==> src/rtl/fpsr_pkg.sv <==
package fpsr_pkg;
  localparam int SR_W      = 32;
  localparam int NFLAG     = 5;
  localparam int FLAG_LSB  = SR_W - NFLAG;   // sticky field 31:27
  localparam int RM_LSB    = 9;
  localparam int FTZ_BIT   = 5;
  localparam int CUR_BIT   = 26;
  localparam int QHEAD     = 21;
  localparam int QLEN      = 10;

  typedef enum logic [1:0] {
    RM_NEAREST = 2'd0,
    RM_ZERO    = 2'd1,
    RM_UP      = 2'd2,
    RM_DOWN    = 2'd3
  } rmode_e;

  typedef enum logic [1:0] {
    REL_GT = 2'd0,
    REL_LT = 2'd1,
    REL_EQ = 2'd2,
    REL_UN = 2'd3
  } rel_e;

  // condition mask bit that decides truth for a given relation
  function automatic logic cond_hit(input logic [4:0] cond, input rel_e rel);
    case (rel)
      REL_GT:  cond_hit = cond[4];
      REL_LT:  cond_hit = cond[3];
      REL_EQ:  cond_hit = cond[2];
      default: cond_hit = cond[1];
    endcase
  endfunction
endpackage

==> src/rtl/fpsr_ctrl_decode.sv <==
module fpsr_ctrl_decode
  import fpsr_pkg::*;
(
  input  logic [SR_W-1:0] sr,
  output rmode_e          rm,
  output logic            ftz
);
  always_comb begin
    rm  = rmode_e'(sr[RM_LSB +: 2]);
    ftz = sr[FTZ_BIT];
  end
endmodule

==> src/rtl/fpsr_exc_fold.sv <==
module fpsr_exc_fold
  import fpsr_pkg::*;
(
  input  logic [SR_W-1:0]  cur,
  input  logic             op_done,
  input  logic [NFLAG-1:0] flags,
  output logic [SR_W-1:0]  nxt,
  output logic             trap_evt
);
  logic [NFLAG-1:0] raised;
  logic [NFLAG-1:0] armed;

  assign raised = op_done ? flags : '0;

  for (genvar i = 0; i < NFLAG; i++) begin : g_flag
    assign armed[i] = raised[i] & cur[i];
  end

  always_comb begin
    nxt = cur;
    nxt[FLAG_LSB +: NFLAG] = cur[FLAG_LSB +: NFLAG] | raised;
  end

  assign trap_evt = |armed;
endmodule

==> src/rtl/fpsr_cmp_record.sv <==
module fpsr_cmp_record
  import fpsr_pkg::*;
#(
  parameter int TGT_W = 3
) (
  input  logic [SR_W-1:0]  cur,
  input  logic             cmp_done,
  input  rel_e             rel,
  input  logic [4:0]       cond,
  input  logic [TGT_W-1:0] tgt,
  output logic [SR_W-1:0]  nxt,
  output logic             cmp_bit
);
  localparam int TOP_IDX = QHEAD + 1;

  assign cmp_bit = cond_hit(cond, rel);

  always_comb begin
    nxt = cur;
    if (cmp_done) begin
      if (tgt != '0) begin
        nxt[TOP_IDX - int'(tgt)] = cmp_bit;
      end else begin
        nxt[QHEAD-1 -: QLEN] = cur[QHEAD -: QLEN];
        nxt[QHEAD]           = cur[CUR_BIT];
        nxt[CUR_BIT]         = cmp_bit;
      end
    end
  end
endmodule

==> src/rtl/fpsr_unit.sv <==
module fpsr_unit
  import fpsr_pkg::*;
#(
  parameter int TGT_W = 3
) (
  input  logic             clk,
  input  logic             rst_n,
  input  logic             wr_en,
  input  logic [31:0]      wr_data,
  input  logic             op_done,
  input  logic [4:0]       op_flags,
  input  logic             cmp_done,
  input  logic [1:0]       cmp_rel,
  input  logic [4:0]       cmp_cond,
  input  logic [TGT_W-1:0] cmp_target,
  output logic [31:0]      status,
  output logic [1:0]       round_mode,
  output logic             flush_zero,
  output logic             assist_trap
);
  logic [SR_W-1:0] sr_q;
  logic [SR_W-1:0] sr_folded;
  logic [SR_W-1:0] sr_next;
  logic            trap_evt;
  logic            cmp_bit;
  rmode_e          rm;

  fpsr_exc_fold u_fold (
    .cur      (sr_q),
    .op_done  (op_done),
    .flags    (op_flags),
    .nxt      (sr_folded),
    .trap_evt (trap_evt)
  );

  fpsr_cmp_record #(.TGT_W(TGT_W)) u_cmp (
    .cur      (sr_folded),
    .cmp_done (cmp_done),
    .rel      (rel_e'(cmp_rel)),
    .cond     (cmp_cond),
    .tgt      (cmp_target),
    .nxt      (sr_next),
    .cmp_bit  (cmp_bit)
  );

  fpsr_ctrl_decode u_dec (
    .sr  (sr_q),
    .rm  (rm),
    .ftz (flush_zero)
  );

  always_ff @(posedge clk) begin
    if (!rst_n) begin
      sr_q        <= '0;
      assist_trap <= 1'b0;
    end else if (wr_en) begin
      sr_q        <= wr_data;
      assist_trap <= 1'b0;
    end else begin
      sr_q        <= sr_next;
      assist_trap <= trap_evt;
    end
  end

  assign status     = sr_q;
  assign round_mode = rm;
endmodule

==> config.mk <==
export PLATFORM = sky130hd
export DESIGN_NAME = fpsr_unit
export DESIGN_NICKNAME = d
export VERILOG_FILES = /design/src/rtl/fpsr_pkg.sv /design/src/rtl/fpsr_ctrl_decode.sv /design/src/rtl/fpsr_exc_fold.sv /design/src/rtl/fpsr_cmp_record.sv /design/src/rtl/fpsr_unit.sv
export SDC_FILE = /design/constraint.sdc
export NUM_CORES = 1
export LEC_CHECK = 0
export BUFFER_PORTS_ARGS = -buffer_cell sky130_fd_sc_hd__buf_2
export CORE_ASPECT_RATIO = 0.5
export CORE_MARGIN = 1
export CORE_UTILIZATION = 25
export CTS_BUF_LIST = sky130_fd_sc_hd__clkbuf_2 sky130_fd_sc_hd__clkbuf_4 sky130_fd_sc_hd__clkbuf_8
export DETAILED_ROUTE_END_ITERATION = 10
export PLACE_DENSITY = 0.51
export SLEW_MARGIN = 20
export SYNTH_ARGS = -nofsm -noshare
export SYNTH_HDL_FRONTEND = slang
export SYNTH_SLANG_ARGS = --single-unit
==> constraint.sdc <==
create_clock -name clk -period 3.2 [get_ports clk]
set_clock_uncertainty 0.05 [all_clocks]
set_input_delay 0.64 -clock clk [delete_from_list [all_inputs] [get_ports clk]]
set_output_delay 0.64 -clock clk [all_outputs]
set_load 0.01 [all_outputs]
==> results of run 1 <==
registers in the layout (all words and copies together) (netlist names):
register / count
status: 32
assist_trap: 1
worst max-delay path, stage by stage:
cell	delay, ns
buf_2	0.27
nand2_1	0.08
inv_1	0.10
ha_1	0.32
nor2_1	0.37
a21oi_1	0.17
o21a_1	0.19
a311oi_1	0.26
report_power, final:
part | internal (mW) | total, mW | switching [mW] | leakage [nW]
logic | 0.0931 | 0.203 | 0.110 | 0.812
registers | 0.439 | 0.456 | 0.0177 | 0.273
clock network | 0.233 | 0.407 | 0.174 | 0.0543
logic make-up after synthesis:
group / synth area share
compound gates: 0.237
fa+ha+maj: 0.0144
buf+inv: 0.0564
flops: 0.382
mux: 0.118
simple gates: 0.193
stage by stage:
step | total power, mW | util | cell area [um^2] | instances | hold WS [ns]
floorplan | 0.586 | - | 1730 | 190 | 0.447
global placement | 0.668 | 0.331 | 2220 | 356 | 0.422
detailed placement | 0.672 | 0.331 | 2220 | 356 | 0.429
CTS | 1.09 | 0.349 | 2340 | 364 | 0.452
global route | 1.13 | 0.349 | 2340 | 364 | 0.491
finish | 1.07 | 0.349 | 2340 | 364 | 0.442
cell type report:
class / instances / share of cell area
clock buffer: 5 / 0.0295
clock inverter: 3 / 0.0198
sequential: 33 / 0.283
timing repair buffer: 88 / 0.191
multi-input combinational: 136 / 0.417
inverter: 7 / 0.0112
tap: 92 / 0.0493
placed cells by master (no fill, tap or decap), types with 5 or more instances in the layout:
cell      count
clkbuf_8      5
nand2_1       9
a21oi_1      11
inv_1         6
nor2b_1       5
o21ai_0       8
mux2i_1      17
buf_2        86
dfxtp_1      33
a211oi_1      5
nor2_1       23
nand3_1       5
worst paths after layout:
path                                 from                       to  slack (ns)  depth (start not counted)
setup / recovery            cmp_target[0]  status[21]$_SDFFE_PN0P_        0.94                          8
hold / removal     status[6]$_SDFFE_PN0P_   status[6]$_SDFFE_PN0P_        0.44                          2
setup reg to reg  status[16]$_SDFFE_PN0P_  status[15]$_SDFFE_PN0P_        2.22                          2
hold reg to reg    status[6]$_SDFFE_PN0P_   status[6]$_SDFFE_PN0P_        0.44                          2
per-layer routing:
metal / vias up / share of wire / routed length [um]
met4: 0 / 0.0091 / 44
met2: 41 / 0.47 / 2290
li1: 866 / - / -
met3: 5 / 0.053 / 257
met1: 806 / 0.46 / 2250
met5: - / 0 / 0
==> flow_results.xml, run 1 <==
<?xml version="1.0" encoding="UTF-8"?>
<metrics>
  <group name="status">
    <metric name="run_status" unit="">finished, final reports clean</metric>
  </group>
  <group name="sta">
    <metric name="final-max-slew-violation-count" unit="">0</metric>
    <metric name="fin_crit_sh" unit="">0.706</metric>
    <metric name="rsz_0062_raised_after_global_routing" unit="">no</metric>
    <metric name="min_period" unit="ns">2.26</metric>
    <metric name="fmaxAchievable" unit="MHz">443</metric>
    <metric name="finalHoldViolCount" unit="">0</metric>
    <metric name="worst_pin_slew" unit="ns">0.729</metric>
    <metric name="timing.final.setup_violations" unit="">0</metric>
    <metric name="post-route-worst-setup-slack" unit="ns">0.940</metric>
    <metric name="max_slew_margin" unit="">0.513</metric>
    <metric name="tns" unit="ns">0</metric>
  </group>
  <group name="floorplan">
    <metric name="height_of_the_chip" unit="um">60.9</metric>
    <metric name="fp.coreArea" unit="mm^2">0.00670</metric>
    <metric name="io_pins" unit="">88</metric>
    <metric name="start_util" unit="">0.258</metric>
    <metric name="die-area" unit="mm^2">0.00728</metric>
    <metric name="dieWidth" unit="um">120</metric>
    <metric name="core.rowCount" unit="">21</metric>
  </group>
  <group name="yosys">
    <metric name="synthesis.nets" unit="">244</metric>
    <metric name="synth_most_common_cell" unit="">dfxtp_1</metric>
    <metric name="yosys.cell_types.count" unit="">47</metric>
    <metric name="synth_async_reset_ratio" unit="">0</metric>
    <metric name="synth_area_leaders" unit="">dfxtp_1 38%, mux2i_1 9.8%, nor2_1 5.0%</metric>
    <metric name="yosysSeqAreaShare" unit="">0.382</metric>
    <metric name="ys_seq_elements" unit="">33</metric>
    <metric name="netlist_area" unit="mm^2">0.00173</metric>
    <metric name="area_share_of_the_leading_cell_type_in_the_synthesized_netlist" unit="">0.382</metric>
    <metric name="yosys_warnings" unit="">0</metric>
    <metric name="netlist_instances" unit="">190</metric>
    <metric name="synth_largest_area_cell" unit="">dfxtp_1</metric>
    <metric name="synth_common_cells" unit="">33 x dfxtp_1, 23 x nor2_1, 17 x mux2i_1, 11 x a21oi_1, 9 x nand2_1</metric>
    <metric name="synth-edff-count" unit="">0</metric>
    <metric name="dominantRegCellSynth" unit="">dfxtp_1</metric>
    <metric name="syn-mean-instance-area" unit="um^2">9.11</metric>
  </group>
  <group name="pwr">
    <metric name="ir_worst_vdd" unit="mV">0.156</metric>
    <metric name="power_density" unit="mW/mm^2">456</metric>
    <metric name="p_leak" unit="nW">1.14</metric>
  </group>
  <group name="global_route">
    <metric name="gr-total-overflow" unit="">0</metric>
    <metric name="maximum_number_of_pins_on_one_net_before_global_route_repair" unit="">22</metric>
    <metric name="grt_util_all_layers" unit="">0.133</metric>
    <metric name="met2_usage_grt" unit="">0.215</metric>
    <metric name="grt_util_met1" unit="">0.172</metric>
    <metric name="first_global_vias" unit="">1511</metric>
    <metric name="wire_length_of_the_first_global_routing_pass" unit="um">7390</metric>
    <metric name="grt_antenna_before_repair" unit="">0</metric>
    <metric name="grt-busiest-layer" unit="">met2</metric>
    <metric name="met3_usage" unit="">0.0414</metric>
  </group>
  <group name="finish">
    <metric name="area_of_the_multi_input_gates" unit="um^2">973</metric>
    <metric name="layout_filler_cell_count" unit="">728</metric>
    <metric name="final_layout_size_suffix_gt1_frac" unit="">0.382</metric>
    <metric name="layout-area-overhead-vs-synth" unit="%">34.9</metric>
    <metric name="layout.nets" unit="">325</metric>
    <metric name="area.sequential" unit="um^2">661</metric>
    <metric name="antennaDiodeCount" unit="">0</metric>
  </group>
  <group name="placed_design">
    <metric name="placement.io_buffers" unit="">86</metric>
    <metric name="routabilityCongestion" unit="">0.844</metric>
    <metric name="dp.final_hpwl" unit="um">3640</metric>
    <metric name="detailedPlace.worstSlack" unit="ns">0.656</metric>
  </group>
  <group name="detailed_routing">
    <metric name="first_pass_iters" unit="">6</metric>
    <metric name="detail_route.vias_per_cell" unit="">4.72</metric>
    <metric name="drt_drc_violations_left" unit="">0</metric>
    <metric name="violation_count_after_the_first_detailed_routing_iteration" unit="">78</metric>
    <metric name="drt_wl_total" unit="um">4840</metric>
    <metric name="num_vias" unit="">1718</metric>
    <metric name="post_route_ant_nets" unit="">0</metric>
    <metric name="drt-wirelength-per-cell" unit="um">13.3</metric>
  </group>
  <group name="clock_tree">
    <metric name="path_clk_slew" unit="ns">0.08</metric>
    <metric name="post_cts_hold_buffer_count" unit="">0</metric>
    <metric name="cts.sinks" unit="">33</metric>
    <metric name="postCtsSetupRepairBufs" unit="">0</metric>
    <metric name="cts_tree" unit="">yes</metric>
    <metric name="ctsRootBufferMaster" unit="">clkbuf_8</metric>
    <metric name="cts_htree_levels" unit="">2</metric>
    <metric name="cts_resized" unit="">0</metric>
    <metric name="max-clock-path-buffers" unit="">2</metric>
    <metric name="clk_latency" unit="ns">0.29</metric>
    <metric name="clock_buffer_count_from_cts" unit="">5</metric>
  </group>
  <group name="worst_setup_path">
    <metric name="crit_fanout" unit="">14</metric>
    <metric name="cp-start-kind" unit="">input port</metric>
    <metric name="data_arrival_time_at_the_worst_slack_endpoint" unit="ns">2.40</metric>
    <metric name="critical_path_class" unit="">in2reg</metric>
    <metric name="cp-end-kind" unit="">register</metric>
    <metric name="worstPathRequired" unit="ns">3.34</metric>
  </group>
  <group name="hold_path">
    <metric name="hold_path.class" unit="">reg2reg</metric>
  </group>
  <group name="run">
    <metric name="cap_violations" unit="">0</metric>
  </group>
</metrics>
Note: power is estimated with default switching activity, not from simulation.
==> inputs of run 2 (changes only) <==
ABC_AREA = 1   (was default)
PLACE_DENSITY = 0.5   (was 0.51)
clock period = 2.18 ns   (was 3.2 ns; I/O delays follow)
==> run 2 against run 1 <==
Against the previous run: critical path type unchanged; synthesized area up 9.0%; the flow now finishes with violations (design-rule violations); clock power up 13%; highest routed layer unchanged; count of clock-buffer cells in the layout unchanged; power up 38%.
==> flow_results.xml, run 2 <==
<?xml version="1.0" encoding="UTF-8"?>
<metrics>
  <group name="status">
    <metric name="run_status" unit="">complete, but fails checks</metric>
    <metric name="violations" unit="">design-rule violations</metric>
  </group>
  <group name="worst_setup_path">
    <metric name="cp-end-kind" unit="">register</metric>
    <metric name="crit_fanout" unit="">6</metric>
    <metric name="data_arrival_time_at_the_worst_slack_endpoint" unit="ns">1.80</metric>
    <metric name="critical_path_class" unit="">in2reg</metric>
    <metric name="worstPathRequired" unit="ns">2.31</metric>
    <metric name="cp-start-kind" unit="">input port</metric>
  </group>
  <group name="yosys">
    <metric name="yosysSeqAreaShare" unit="">0.350</metric>
    <metric name="synth-edff-count" unit="">0</metric>
    <metric name="synth_area_leaders" unit="">dfxtp_1 35%, nand2_1 14%, nor2_1 7.0%</metric>
    <metric name="netlist_instances" unit="">281</metric>
    <metric name="netlist_area" unit="mm^2">0.00189</metric>
    <metric name="synth_most_common_cell" unit="">nand2_1</metric>
    <metric name="ys_seq_elements" unit="">33</metric>
    <metric name="yosys_warnings" unit="">0</metric>
    <metric name="area_share_of_the_leading_cell_type_in_the_synthesized_netlist" unit="">0.350</metric>
    <metric name="synth_async_reset_ratio" unit="">0</metric>
    <metric name="syn-mean-instance-area" unit="um^2">6.72</metric>
    <metric name="dominantRegCellSynth" unit="">dfxtp_1</metric>
    <metric name="synthesis.nets" unit="">335</metric>
    <metric name="synth_common_cells" unit="">68 x nand2_1, 35 x nor2_1, 33 x dfxtp_1, 23 x inv_1, 22 x o21ai_0</metric>
    <metric name="yosys.cell_types.count" unit="">30</metric>
    <metric name="synth_largest_area_cell" unit="">dfxtp_1</metric>
  </group>
  <group name="sta">
    <metric name="min_period" unit="ns">1.67</metric>
    <metric name="fmaxAchievable" unit="MHz">598</metric>
    <metric name="fin_crit_sh" unit="">0.767</metric>
    <metric name="worst_pin_slew" unit="ns">0.404</metric>
    <metric name="rsz_0062_raised_after_global_routing" unit="">no</metric>
    <metric name="tns" unit="ns">0</metric>
    <metric name="whs" unit="ns">0.324</metric>
    <metric name="final-max-slew-violation-count" unit="">0</metric>
    <metric name="max_slew_margin" unit="">0.730</metric>
    <metric name="finalHoldViolCount" unit="">0</metric>
    <metric name="timing.final.setup_violations" unit="">0</metric>
  </group>
  <group name="finish">
    <metric name="instances_no_fill" unit="">456</metric>
    <metric name="flip_flop_count_of_the_largest_register_after_layout" unit="">32</metric>
    <metric name="layout_commonest_cell" unit="">buf_2</metric>
    <metric name="layout-area-overhead-vs-synth" unit="%">29.8</metric>
    <metric name="layout_filler_cell_count" unit="">800</metric>
    <metric name="layout.nets" unit="">417</metric>
    <metric name="antennaDiodeCount" unit="">0</metric>
    <metric name="final_layout_size_suffix_gt1_frac" unit="">0.332</metric>
    <metric name="layout.cells.most_common_list" unit="">86 x buf_2, 68 x nand2_1, 35 x nor2_1</metric>
  </group>
  <group name="pwr">
    <metric name="ir_worst_vdd" unit="mV">0.180</metric>
    <metric name="p_leak" unit="nW">1.26</metric>
    <metric name="total_power" unit="mW">1.47</metric>
    <metric name="power_density" unit="mW/mm^2">599</metric>
  </group>
  <group name="global_route">
    <metric name="gr-total-overflow" unit="">0</metric>
    <metric name="grt_antenna_before_repair" unit="">0</metric>
    <metric name="grt_util_all_layers" unit="">0.147</metric>
    <metric name="maximum_number_of_pins_on_one_net_before_global_route_repair" unit="">20</metric>
    <metric name="wire_length_of_the_first_global_routing_pass" unit="um">9320</metric>
    <metric name="first_global_vias" unit="">1956</metric>
  </group>
  <group name="placed_design">
    <metric name="dp.final_hpwl" unit="um">4280</metric>
    <metric name="routabilityCongestion" unit="">0.855</metric>
    <metric name="placed_cells" unit="">448</metric>
    <metric name="placement.io_buffers" unit="">86</metric>
  </group>
  <group name="clock_tree">
    <metric name="postCtsSetupRepairBufs" unit="">0</metric>
    <metric name="post_cts_hold_buffer_count" unit="">0</metric>
    <metric name="clock_buffer_count_from_cts" unit="">5</metric>
    <metric name="clk_latency" unit="ns">0.28</metric>
    <metric name="max-clock-path-buffers" unit="">2</metric>
    <metric name="cts_resized" unit="">0</metric>
    <metric name="cts_tree" unit="">yes</metric>
    <metric name="cts_htree_levels" unit="">2</metric>
    <metric name="cts.sinks" unit="">33</metric>
    <metric name="ctsRootBufferMaster" unit="">clkbuf_8</metric>
    <metric name="path_clk_slew" unit="ns">0.07</metric>
  </group>
  <group name="floorplan">
    <metric name="dieWidth" unit="um">125</metric>
    <metric name="fp.coreArea" unit="mm^2">0.00699</metric>
    <metric name="core.rowCount" unit="">21</metric>
    <metric name="die-area" unit="mm^2">0.00792</metric>
    <metric name="height_of_the_chip" unit="um">63.5</metric>
    <metric name="start_util" unit="">0.270</metric>
    <metric name="io_pins" unit="">88</metric>
  </group>
  <group name="detailed_routing">
    <metric name="first_pass_iters" unit="">7</metric>
    <metric name="drt-wirelength-per-cell" unit="um">12.4</metric>
    <metric name="detail_route.vias_per_cell" unit="">4.53</metric>
    <metric name="post_route_ant_nets" unit="">0</metric>
    <metric name="drt_drc_violations_left" unit="">14</metric>
    <metric name="violation_count_after_the_first_detailed_routing_iteration" unit="">228</metric>
    <metric name="num_vias" unit="">2064</metric>
    <metric name="drt_wl_total" unit="um">5670</metric>
  </group>
  <group name="run">
    <metric name="cap_violations" unit="">0</metric>
  </group>
  <group name="hold_path">
    <metric name="hold_path.class" unit="">in2reg</metric>
  </group>
</metrics>
## run 2: power by group
part	switching (mW)	total (mW)	internal, mW
clock network	0.239	0.459	0.220
registers	0.0248	0.672	0.647
logic	0.204	0.337	0.133
## run 2: kinds of logic after synthesis
family,share of synthesized area
AOI/OAI and AO/OA,0.184
DFF,0.350
and+or+nand+nor,0.343
buffers and inverters,0.110
adders and majority gates,0.0133
## run 2: final timing paths
kind                            slack (ns)  depth (start not counted)                     from                 endpoint
worst max-delay path                  0.51                         10            cmp_target[1]  status[21]$_SDFFE_PN0P_
worst min-delay path                  0.32                          3               wr_data[7]   status[7]$_SDFFE_PN0P_
worst min register to register        0.43                          2  status[10]$_SDFFE_PN0P_  status[10]$_SDFFE_PN0P_
worst max register to register        1.28                          4   status[0]$_SDFFE_PN0P_   assist_trap$_SDFF_PP0_
## run 2: worst max-delay path: stages
cell and delay [ns]:
buf_2 0.15, nand2_1 0.07, inv_1 0.06, ha_1 0.35, inv_1 0.16, nand3_1 0.12
nor2_1 0.14, nand2_1 0.11, a21oi_2 0.14, a21oi_2 0.06
## run 2: cell type report
cell class                 instances  area (um^2)  area share
tap                               92          115      0.0470
clock buffer                       5         68.8      0.0281
multi-input combinational        205         1020       0.416
clock inverter                     3         17.5     0.00715
inverter                          28          108      0.0439
timing repair buffer              90          460       0.188
sequential                        33          661       0.270
## run 2: per-layer routing
layer,vias to the layer above,global-route usage,share of wire
met5,-,0,0
met4,0,0.0320,0.0049
met3,2,0.0399,0.082
met2,71,0.246,0.46
met1,915,0.190,0.45
li1,1076,-,-
## run 2: stage by stage
step | worst slack (ns) | area (um^2) | util
3_5_place_dp | 0.215 | 2360 | 0.338
2_1_floorplan | 0.540 | 1890 | -
3_3_place_gp | 0.249 | 2360 | 0.338
6_report | 0.509 | 2450 | 0.351
5_1_grt | 0.405 | 2450 | 0.351
4_1_cts | 0.524 | 2450 | 0.351
